==> src/rtl/pwin_pkg.sv <==
package pwin_pkg;
  // Strobes passed from the control decoder to the page datapath
  typedef struct packed {
    logic pageLoad;   // latch the page register this edge
    logic forceLow;   // substitute the fixed low page
    logic upperWin;   // access is to the fixed upper RAM
    logic regRead;    // drive the page register onto read data
  } winStrobe_t;
endpackage

==> src/rtl/pwin_ctrl.sv <==
module pwin_ctrl
  import pwin_pkg::*;
#(
  parameter int ADDR_W   = 16,
  parameter int PORT_W   = 8,
  parameter logic [PORT_W-1:0] PAGE_PORT = 8'h40,
  parameter logic [ADDR_W-1:0] LOW_LIMIT = 16'h0100,
  parameter bit  HAS_LOW_OVERRIDE = 1'b1
) (
  input  logic              clk,
  input  logic              rstN,
  input  logic [ADDR_W-1:0] cpuAddr,
  input  logic              memRd,
  input  logic              memWr,
  input  logic              ioWr,
  input  logic              ioRd,
  input  logic              progEnable,
  input  logic              lowOverrideEn,
  input  logic              bankSram,
  output winStrobe_t        strobes,
  output logic              flashCs,
  output logic              sramCs,
  output logic              upperCs,
  output logic              flashWe,
  output logic              sramWe,
  output logic              upperWe
);
  localparam int WIN_BIT = ADDR_W - 1;

  logic portHit;
  logic memAccess;
  logic lowWin;
  logic overrideHit;

  assign portHit   = (cpuAddr[PORT_W-1:0] == PAGE_PORT);
  assign memAccess = memRd | memWr;
  assign lowWin    = ~cpuAddr[WIN_BIT];

  generate
    if (HAS_LOW_OVERRIDE) begin : g_override
      assign overrideHit = lowOverrideEn & (cpuAddr < LOW_LIMIT);
    end else begin : g_no_override
      logic unusedOvr;
      assign unusedOvr   = lowOverrideEn;
      assign overrideHit = 1'b0;
    end
  endgenerate

  always_comb begin
    strobes.pageLoad = ioWr & portHit;
    strobes.regRead  = ioRd & portHit;
    strobes.upperWin = ~lowWin;
    strobes.forceLow = overrideHit & lowWin;
  end

  always_comb begin
    upperCs = memAccess & ~lowWin;
    flashCs = memAccess & lowWin & ~bankSram;
    sramCs  = memAccess & lowWin & bankSram;
    upperWe = memWr & upperCs;
    sramWe  = memWr & sramCs;
    flashWe = memWr & flashCs & progEnable;
  end

  // chip selects mutually exclusive
  assert_cs_onehot_R6: assert property (@(posedge clk) disable iff (!rstN)
    $onehot0({flashCs, sramCs, upperCs}));
  // no select without a memory strobe
  assert_cs_idle_R6: assert property (@(posedge clk) disable iff (!rstN)
    !(memRd || memWr) |-> !(flashCs || sramCs || upperCs));
  // flash writes need the programming strap
  assert_flash_we_gate_R7: assert property (@(posedge clk) disable iff (!rstN)
    flashWe |-> (progEnable && memWr));
  // upper select only for the upper half
  assert_upper_window_R5: assert property (@(posedge clk) disable iff (!rstN)
    upperCs |-> cpuAddr[WIN_BIT]);
endmodule

==> src/rtl/pwin_datapath.sv <==
module pwin_datapath
  import pwin_pkg::*;
#(
  parameter int ADDR_W = 16,
  parameter int PAGE_W = 5,
  parameter int DATA_W = 8,
  parameter logic [PAGE_W-1:0] LOW_PAGE = 5'h18,
  localparam int OFF_W  = ADDR_W - 1,
  localparam int PHYS_W = PAGE_W + OFF_W
) (
  input  logic              clk,
  input  logic              rstN,
  input  winStrobe_t        strobes,
  input  logic [ADDR_W-1:0] cpuAddr,
  input  logic [PAGE_W-1:0] pageData,
  output logic              bankSram,
  output logic [PHYS_W-1:0] physAddr,
  output logic [DATA_W-1:0] readData
);
  logic [PAGE_W-1:0] pageReg;
  logic [PAGE_W-1:0] effPage;

  always_ff @(posedge clk or negedge rstN) begin
    if (!rstN) pageReg <= '0;
    else if (strobes.pageLoad) pageReg <= pageData;
  end

  assign effPage  = strobes.forceLow ? LOW_PAGE : pageReg;
  assign bankSram = effPage[PAGE_W-1];

  always_comb begin
    if (strobes.upperWin) physAddr = PHYS_W'(cpuAddr);
    else                  physAddr = {effPage, cpuAddr[OFF_W-1:0]};
  end

  assign readData = strobes.regRead ? DATA_W'(pageReg) : '0;

  // a port write is captured on the next edge
  assert_page_load_R2: assert property (@(posedge clk) disable iff (!rstN)
    $past(rstN) && $past(strobes.pageLoad) |-> pageReg == $past(pageData));
  // without a port write the register holds, override or not
  assert_page_hold_R10: assert property (@(posedge clk) disable iff (!rstN)
    $past(rstN) && !$past(strobes.pageLoad) |-> $stable(pageReg));
endmodule

==> src/rtl/paged_window_ctl.sv <==
module paged_window_ctl
  import pwin_pkg::*;
#(
  parameter int ADDR_W = 16,
  parameter int DATA_W = 8,
  parameter int PAGE_W = 5,
  parameter int PORT_W = 8,
  parameter logic [PORT_W-1:0] PAGE_PORT = 8'h40,
  parameter logic [PAGE_W-1:0] LOW_PAGE  = 5'h18,
  parameter logic [ADDR_W-1:0] LOW_LIMIT = 16'h0100,
  parameter bit  HAS_LOW_OVERRIDE = 1'b1,
  localparam int PHYS_W = PAGE_W + ADDR_W - 1
) (
  input  logic              clk,
  input  logic              rstN,
  input  logic [ADDR_W-1:0] cpuAddr,
  input  logic [DATA_W-1:0] cpuDataIn,
  input  logic              memRd,
  input  logic              memWr,
  input  logic              ioWr,
  input  logic              ioRd,
  input  logic              progEnable,
  input  logic              lowOverrideEn,
  output logic [DATA_W-1:0] cpuDataOut,
  output logic              flashCs,
  output logic              sramCs,
  output logic              upperCs,
  output logic              flashWe,
  output logic              sramWe,
  output logic              upperWe,
  output logic [PHYS_W-1:0] physAddr
);
  winStrobe_t strobes;
  logic bankSram;
  logic unusedDataHi;

  assign unusedDataHi = ^cpuDataIn[DATA_W-1:PAGE_W];

  pwin_ctrl #(
    .ADDR_W(ADDR_W), .PORT_W(PORT_W), .PAGE_PORT(PAGE_PORT),
    .LOW_LIMIT(LOW_LIMIT), .HAS_LOW_OVERRIDE(HAS_LOW_OVERRIDE)
  ) u_ctrl (
    .clk(clk), .rstN(rstN), .cpuAddr(cpuAddr),
    .memRd(memRd), .memWr(memWr), .ioWr(ioWr), .ioRd(ioRd),
    .progEnable(progEnable), .lowOverrideEn(lowOverrideEn),
    .bankSram(bankSram), .strobes(strobes),
    .flashCs(flashCs), .sramCs(sramCs), .upperCs(upperCs),
    .flashWe(flashWe), .sramWe(sramWe), .upperWe(upperWe)
  );

  pwin_datapath #(
    .ADDR_W(ADDR_W), .PAGE_W(PAGE_W), .DATA_W(DATA_W), .LOW_PAGE(LOW_PAGE)
  ) u_dp (
    .clk(clk), .rstN(rstN), .strobes(strobes), .cpuAddr(cpuAddr),
    .pageData(cpuDataIn[PAGE_W-1:0]), .bankSram(bankSram),
    .physAddr(physAddr), .readData(cpuDataOut)
  );
endmodule

==> config.mk <==
export PLATFORM = sky130hd
export DESIGN_NAME = paged_window_ctl
export DESIGN_NICKNAME = d
export VERILOG_FILES = /design/src/rtl/pwin_pkg.sv /design/src/rtl/pwin_ctrl.sv /design/src/rtl/pwin_datapath.sv /design/src/rtl/paged_window_ctl.sv
export SDC_FILE = /design/constraint.sdc
export NUM_CORES = 1
export LEC_CHECK = 0
export ABC_AREA = 1
export BUFFER_PORTS_ARGS = -buffer_cell sky130_fd_sc_hd__buf_2
export CELL_PAD_IN_SITES_DETAIL_PLACEMENT = 1
export CELL_PAD_IN_SITES_GLOBAL_PLACEMENT = 1
export CORE_UTILIZATION = 20
export CTS_BUF_LIST = sky130_fd_sc_hd__clkbuf_4 sky130_fd_sc_hd__clkbuf_8 sky130_fd_sc_hd__clkbuf_16
export DETAILED_ROUTE_END_ITERATION = 6
export PLACE_DENSITY_LB_ADDON = 0.08
export SYNTH_ARGS = -nofsm -noshare
export SYNTH_HDL_FRONTEND = slang
export SYNTH_SLANG_ARGS = --single-unit
==> constraint.sdc <==
create_clock -name clk -period 1.3 [get_ports clk]
set_clock_uncertainty 0.1 [all_clocks]
set_input_delay 0.195 -clock clk [delete_from_list [all_inputs] [get_ports clk]]
set_output_delay 0.195 -clock clk [all_outputs]
set_load 0.05 [all_outputs]
# Word-level counts from Yosys, hierarchy flattened
# Index checks and enable logic that the tools add are counted.
classes:
  order_cmp: 1
  n_eq_ne: 1
  mux: 3
  bitwise: 15
ops:
  columns: ["op", "count"]
  rows:
  - ["$mux 20", 1]
  - ["$lt 16x9->1 const B", 1]
  - ["$and 1x1->1", 12]
  - ["$mux 5", 2]
  - ["$eq 8x7->1 const B", 1]
  - ["$not 1->1", 2]
  - ["$or 1x1->1", 1]
word_totals:
  reg_bits: 5
  inputBits: 32
  output_inout_bits: 34
  elab_cells: 21

# Depth between registers and ports, before layout
# Gate-level depths: netlist (run 1).
depth:
  ltp_word: 8
  mapped_depth: 7
  ltp_nobuf: 7

# Cells and area by module
# A second synthesis (run 1) with hierarchy kept.
hier_totals:
  cells_unflattened: 100
  area_unflattened_um2: 610.6
by_module_without_submodules:
  columns: ["module", "n_inst", "cells_per_inst", "area_per_inst_um2", "seq_area_each_um2"]
  rows:
  - ["pwin_datapath", 1, 60, 421.7, 125.1]
  - ["pwin_ctrl", 1, 40, 188.9, 0.0]

# Worst setup path after synthesis (run 1)
# No wires, ideal clock.
synth_path:
  path_type: "register to output"
  from: "register u_dp.pageReg[3]"
  to: "output physAddr[18]"
  arrival_ns: 1.454
  t_required_ns: 1.005
  path_slack_ns: -0.449
  stages_incl_launch_ff: 3
  n_path_buf: 0
  cell_sequence: "dfrtp_1 inv_1 o21ai_0"
synth_between:
  elab_chain_len: 2
synth_lines:
  columns: ["item", "line_no", "rtl"]
  rows:
  - ["from (decl)", "pwin_datapath.sv:20", "logic [PAGE_W-1:0] pageReg;"]
  - ["from (signal assigned)", "pwin_datapath.sv:25", "else if (strobes.pageLoad) pageReg <= pageData;"]
  - ["$mux 5", "pwin_datapath.sv:28", "assign effPage = strobes.forceLow ? LOW_PAGE : pageReg;"]
  - ["$mux 20", "pwin_datapath.sv:32", "if (strobes.upperWin) physAddr = PHYS_W'(cpuAddr);"]
  - ["to (decl)", "paged_window_ctl.sv:31", "output logic [PHYS_W-1:0] physAddr"]
# No other way between the ends.

# Worst setup path after layout (run 1)
layout_path:
  from: "register u_dp.pageReg[4]"
  to: "output flashWe"
layout_between:
  elab_chain_len: 5
layout_lines:
  columns: ["item", "line_no", "rtl"]
  rows:
  - ["$mux 5", "pwin_datapath.sv:28", null]
  - ["$not 1->1", "pwin_ctrl.sv:58", "flashCs = memAccess & lowWin & ~bankSram;"]
  - ["$and 1x1->1", "pwin_ctrl.sv:58", null]
  - ["$and 1x1->1 (2 in a row)", "pwin_ctrl.sv:62", "flashWe = memWr & flashCs & progEnable;"]
  - ["to (decl)", "paged_window_ctl.sv:28", "output logic flashWe,"]
# No other way between the ends.

==> impl_metrics.csv, run 1 <==
group,metric,value,unit
run_status,status,"complete, but fails checks",
run_status,failed_checks,"setup timing",
timing,tns,-702,ps
routing,wl_per_cell,10.1,µm
pwr,power-per-cell-area,634,nW/µm²
timing,max_freq,701,MHz
routing,wl,1820,µm
cts,clk_path_buf_depth,2,
synthesis,synthCells,92,
flow_run,max_cap_viol_count,0,
synthesis,synth.distinct_cells,13,
finish,top_regs,"u_dp.pageReg: 5 flops",
worst_setup_path,cp.arrival,1130,ps
synthesis,seq_area_frac_synth,0.222,
synthesis,yosys-top-cells-count,"nor2_1 (20), buf_4 (18), nand2_1 (18)",
worst_hold_path,min_to,"u_dp.pageReg[1]",
cts,clk_latency,250,ps
finish,final_net_count,183,
cts,cts_root_buffer,"clkbuf_4",
worst_setup_path,critPathMaxStageDelay,390,ps
synthesis,ys_ff_latch,5,
pwr,vdd_drop_max,416,µV
routing,vias,735,
synthesis,syn_avg_cell_area,6.13,µm²
timing,finalSetupViolCount,11,
grt,grt_max_degree,7,
pwr,p_int,426,µW
worst_setup_path,critPathKind,"reg2out",
placed_design,place_congestion,0.635,
finish,final_util,0.456,
timing,layout_setup_ws,-126,ps
worst_setup_path,timing.rr.end,"u_dp.pageReg[4]",
worst_setup_path,path_buf_inv,2,
routing,drt-vias-per-instance,4.08,
synthesis,synth_top_cell_area_share,0.239,
synthesis,yosysWarningCount,0,
worst_setup_path,r2r_start,"u_dp.pageReg[4]",
synthesis,synth_edf_count,0,
finish,largest_reg_flops,5,
pwr,p_leak,0.000636,µW
synthesis,synth_most_common_cell,"nor2_1",
synthesis,async_flop_share,1.00,
finish,instances_no_fill,180,
worst_hold_path,hp-start,"cpuDataIn[1]",
synthesis,syn_area,564,µm²
grt,grt_pass1_vias,623,
finish,fill_cells,323,
placed_design,numPortBuffers,59,
timing,finalCritPeriodShare,1.10,
cts,htreeDepth,1,
die,die_h,55.1,µm
grt,grt_use_total,0.120,
placed_design,dp.final_hpwl,1470,µm
worst_hold_path,hp-class,"in2reg",
pwr,pwr-share-comb,0.495,
worst_setup_path,r2r_cells,3,
finish,insertedDiodeCount,0,
placed_design,pre_cts_slack,-148,ps
timing,finalMaxSlewViolations,0,
cts,path_clk_slew,40,ps
die,coreArea,2570,µm²
die,start_util,0.220,
worst_setup_path,startpoint_type,"register",
pwr,swShare,0.425,
worst_setup_path,cp-end-kind,"output pin",
die,num_rows,18,
routing,drc_errors,0,
finish,synthToLayoutAreaGrowth,107,%
worst_setup_path,critical_path_required,1000,ps
pwr,clkPwrFrac,0.277,
grt,grt-ovfl-total,0,
routing,firstDrtPassIters,3,
synthesis,synth_ff_type,"dfrtp_1",
finish,drive_above_1_share,0.687,
grt,antenna_found_initial,0,
finish,top_register,"u_dp.pageReg",
worst_setup_path,crit_fanout,3,
cts,clock-sinks,5,
worst_setup_path,reg2reg_slack,470,ps
pwr,pwr-share-seq,0.228,
timing,rsz0062_at_grt,"true",
worst_hold_path,hold_path_depth,3,
die,fp.dieW,55.1,µm
synthesis,synth_top_cell_by_area,"buf_4",
synthesis,synthTopCellsByArea,"buf_4 (24%), dfrtp_1 (22%), nor2_1 (13%)",
timing,hold_viol_final,0,
cts,cts_tree,"yes",
worst_setup_path,cp_cell_sequence,"inv_1 > nand3b_1 > nor2_4 > buf_8",
routing,drt_iter0_drc,3,
placed_design,dp.cells,170,
routing,postRouteAntennaNets,0,
grt,grt_pass1_wl,2540,µm
timing,min_period,1430,ps
die,io_pins,66,
die,dieArea,3040,µm²
worst_setup_path,cp_top_family,"flip-flops",
worst_setup_path,slowest_stage,"dfrtp_1",
pwr,power.switching,315,µW
cts,cts_made_buffers,3,
## worst register-to-register path, delay by kind of cell, from the launching register on
family	cells	cell delay, ps
buf+inv	1	140
flops	1	390
simple gates	2	90
## cell families after synthesis
family / Yosys count / share of synthesized area
simple gates: 49 / 0.392
buf+inv: 33 / 0.339
other cells: 1 / 0.00665
flops: 5 / 0.222
compound gates: 4 / 0.0399
## worst max-delay path by stage
stage	startpoint	to	depth (start not counted)
after global placement	cpuAddr[15]	sramWe	7
after global routing	u_dp.pageReg[4]	sramCs	4
after CTS	u_dp.pageReg[4]	flashWe	4
after detailed placement	cpuAddr[15]	flashCs	8
after floorplan	cpuAddr[15]	sramCs	5
final	u_dp.pageReg[4]	flashWe	4
## repair_timing
action / 4_1_cts / 5_1_grt
hold endpoints to repair: 5 / 0
gates resized for setup: 38 / 34
pin swaps: 1 / 5
hold buffers: 1 / 0
setup endpoints to repair: 14 / 14
buffers inserted: 2 / 3
## layer usage
| metal | track usage | routed length [µm] | up-vias |
|---|---|---|---|
| met5 | 0 | 0 | - |
| li1 | - | - | 371 |
| met2 | 0.219 | 1040 | 38 |
| met3 | 0.0355 | 152 | 2 |
| met4 | 0.0625 | 17 | 0 |
| met1 | 0.121 | 616 | 324 |
## layout by cell type (no fill, tap or decap)
| cell | instances |
|---|---|
| inv_1 | 9 |
| dfrtp_1 | 5 |
| buf_6 | 20 |
| inv_2 | 5 |
| a21oi_2 | 1 |
| buf_8 | 6 |
| nand2_2 | 3 |
| nor2_4 | 10 |
| inv_4 | 1 |
| nand3_1 | 6 |
| nand2_4 | 2 |
| nor2_2 | 7 |
| nand2_1 | 15 |
| dlygate4sd3_1 | 1 |
| nor2_1 | 4 |
| o21ai_2 | 1 |
| o21ai_0 | 1 |
| nand3b_1 | 2 |
| buf_2 | 34 |
| clkbuf_4 | 4 |
| conb_1 | 3 |
| o21bai_1 | 1 |
| buf_4 | 9 |
## layout make-up
| class | instances | area, µm² | area share |
|---|---|---|---|
| Timing Repair Buffer | 70 | 563 | 0.481 |
| Multi-Input combinational cell | 56 | 355 | 0.304 |
| Sequential cell | 5 | 125 | 0.107 |
| Inverter | 15 | 58.8 | 0.0503 |
| Tap cell | 30 | 37.5 | 0.0321 |
| Clock buffer | 4 | 30.0 | 0.0257 |
## metrics by stage
stage	hold slack, ps	instance area (µm²)	total power, µW
2_1_floorplan	-201	626	416
3_3_place_gp	-86.7	861	474
3_5_place_dp	-82.6	861	480
4_1_cts	76.0	1040	722
5_1_grt	79.6	1170	792
6_report	79.9	1170	742
## power groups by stage
| stage | Clock (µW) | Combinational [µW] | Sequential (µW) |
|---|---|---|---|
| after floorplan | 0 | 247 | 169 |
| after global placement | 0 | 304 | 170 |
| after detailed placement | 0 | 309 | 170 |
| after CTS | 215 | 338 | 168 |
| after global routing | 232 | 390 | 170 |
| final | 205 | 367 | 169 |
No activity file was read; power rests on OpenSTA's default activity.
==> run 2: changes to the inputs <==
--- a/config.mk
+++ b/config.mk
@@ -5,11 +5,10 @@
 export SDC_FILE = /design/constraint.sdc
 export NUM_CORES = 1
 export LEC_CHECK = 0
-export ABC_AREA = 1
 export BUFFER_PORTS_ARGS = -buffer_cell sky130_fd_sc_hd__buf_2
 export CELL_PAD_IN_SITES_DETAIL_PLACEMENT = 1
 export CELL_PAD_IN_SITES_GLOBAL_PLACEMENT = 1
-export CORE_UTILIZATION = 20
+export CORE_UTILIZATION = 21
 export CTS_BUF_LIST = sky130_fd_sc_hd__clkbuf_4 sky130_fd_sc_hd__clkbuf_8 sky130_fd_sc_hd__clkbuf_16
 export DETAILED_ROUTE_END_ITERATION = 6
 export PLACE_DENSITY_LB_ADDON = 0.08
==> impl_metrics.csv, run 2 <==
group,metric,value,unit
run_status,status,"complete, but fails checks",
run_status,failed_checks,"setup timing",
finish,largest_reg_flops,5,
synthesis,yosysWarningCount,0,
finish,instances_no_fill,147,
routing,drt_iter0_drc,0,
worst_setup_path,reg2reg_slack,360,ps
synthesis,synth.distinct_cells,20,
pwr,power-per-cell-area,629,nW/µm²
cts,clk_latency,240,ps
placed_design,place_congestion,0.667,
finish,insertedDiodeCount,0,
placed_design,numPortBuffers,59,
routing,postRouteAntennaNets,0,
timing,finalMaxSlewViolations,0,
cts,cts_made_buffers,3,
placed_design,post_dp_cell_area,925,µm²
cts,path_clk_slew,40,ps
routing,vias,638,
worst_setup_path,startpoint_type,"input port",
die,coreArea,2320,µm²
placed_design,dp.cells,139,
timing,finalSetupViolCount,14,
grt,grt_use_total,0.139,
routing,wl,1650,µm
synthesis,yosys-top-cells-count,"buf_4 (18), nor2_1 (8), dfrtp_1 (5), inv_1 (5), mux2_2 (5)",
worst_setup_path,crit_fanout,3,
synthesis,synth_top_cell_area_share,0.251,
synthesis,ys_ff_latch,5,
synthesis,syn_area,538,µm²
die,fp.dieW,52.6,µm
synthesis,seq_area_frac_synth,0.233,
pwr,p_leak,0.000555,µW
grt,grt_pass1_wl,2820,µm
synthesis,synthTopCellsByArea,"buf_4 (25%), dfrtp_1 (23%), mux2_2 (10%)",
routing,drt-vias-per-instance,4.34,
cts,cts_root_buffer,"clkbuf_4",
synthesis,synthCells,62,
pwr,vdd_drop_max,664,µV
worst_hold_path,hp-class,"in2reg",
finish,postLayoutCellArea,1180,µm²
cts,htreeDepth,1,
grt,antenna_found_initial,0,
pwr,total_power,742,µW
worst_setup_path,critical_path_required,1000,ps
worst_setup_path,critPathKind,"in2out",
timing,hold_viol_final,0,
timing,min_period,1520,ps
die,dieArea,2770,µm²
cts,clk_path_buf_depth,2,
grt,grt-ovfl-total,0,
finish,top_regs,"u_dp.pageReg: 5 flops",
worst_setup_path,cp-end-kind,"output pin",
synthesis,async_flop_share,1.00,
synthesis,synth_ff_type,"dfrtp_1",
finish,top_register,"u_dp.pageReg",
routing,drc_errors,0,
die,io_pins,66,
worst_setup_path,r2r_start,"u_dp.pageReg[4]",
cts,cts_tree,"yes",
timing,layout_setup_ws,-219,ps
synthesis,synth_top_cell_by_area,"buf_4",
finish,drive_above_1_share,0.874,
worst_setup_path,cp.arrival,1220,ps
routing,wl_per_cell,11.2,µm
synthesis,syn_avg_cell_area,8.68,µm²
finish,final_util,0.509,
grt,grt_pass1_vias,661,
timing,max_freq,658,MHz
grt,grt_max_degree,6,
finish,layout_commonest_cell,"buf_2",
synthesis,synth_most_common_cell,"buf_4",
worst_setup_path,worstSetupEndpoint,"sramWe",
cts,clock-sinks,5,
die,die_h,52.6,µm
flow_run,max_cap_viol_count,0,
worst_setup_path,r2r_cells,1,
worst_setup_path,timing.rr.end,"u_dp.pageReg[4]",
timing,finalCritPeriodShare,1.17,
routing,firstDrtPassIters,1,
worst_setup_path,startpoint,"cpuAddr[14]",
die,start_util,0.232,
placed_design,dp.final_hpwl,1290,µm
finish,synthToLayoutAreaGrowth,119,%
die,num_rows,17,
finish,layout_common_cells,"buf_2 (39), buf_6 (17), buf_4 (8)",
synthesis,synth_edf_count,0,
finish,final_net_count,152,
timing,rsz0062_at_grt,"true",
[run 2: cell count changes after synthesis, moves of 3 or more]
cell / before / now
and2_1: 0 / 3
inv_1: 15 / 5
nor2_1: 20 / 8
mux2_2: 0 / 5
nand3_1: 6 / 2
nand2_1: 18 / 0
[run 2: timing repair]
action                                  in CTS  in global routing
hold endpoints to repair                     5                  0
endpoints found under the setup margin      14                 19
pin swaps                                   11                  5
hold buffers                                 1                  0
setup buffers                                3                  2
resized for setup                           41                  8
[run 2: critical path, cell delays in order]
cell	delay (ps)
buf_6	100
nor4b_4	270
buf_4	160
a31oi_4	120
nor3b_4	200
buf_6	180
[run 2: routing by layer]
metal | part of all wire | vias to the layer above | routed length, µm | GRT usage
met3 | 0.10 | 3 | 166 | 0.0406
met1 | 0.33 | 293 | 549 | 0.138
met5 | 0 | - | 0 | 0
li1 | - | 302 | - | -
met2 | 0.56 | 40 | 919 | 0.270
met4 | 0.0073 | 0 | 12 | 0.0395
[run 2: per-stage QoR]
stage	hold WS, ps	TNS, ps	setup WS (ps)
finish	81.6	-2270	-219
global route	86.6	-3290	-315
CTS	73.4	-2280	-221
detailed placement	-85.8	-5110	-377
global placement	-85.1	-4670	-356
floorplan	-201	-966	-234
[run 2: area by class of cell]
class                      count  area (µm²)
clock buffer                   4        30.0
fill                         269        1140
inverter                       5        18.8
multi-input combinational     35         433
sequential                     5         126
tap                           28        35.0
timing repair buffer          70         537
[run 2: logic make-up (layout without fill, tap and decap cells)]
logic type,count (synthesis),count (layout),synth area share
buf+inv,24,79,0.295
other cells,1,3,0.00697
mux,5,5,0.105
simple gates,23,23,0.314
flops,5,5,0.233
compound gates,4,4,0.0465
[run 2: worst min path at each step]
| stage | from | end | slack (ps) | cells after the start |
|---|---|---|---|---|
| after floorplan | rstN | u_dp.pageReg[0] | -200 | 0 |
| after global placement | rstN | u_dp.pageReg[1] | -90 | 1 |
| after detailed placement | rstN | u_dp.pageReg[1] | -90 | 1 |
| after CTS | cpuDataIn[1] | u_dp.pageReg[1] | 70 | 2 |
| after global routing | cpuDataIn[1] | u_dp.pageReg[1] | 90 | 2 |
| final | cpuDataIn[1] | u_dp.pageReg[1] | 80 | 2 |
[run 2: where the power goes]
group | switching (µW) | internal [µW] | leakage (µW)
sequential | 7.87 | 164 | 0.0000673
clock | 61.8 | 137 | 0.0000184
combinational | 242 | 130 | 0.000469
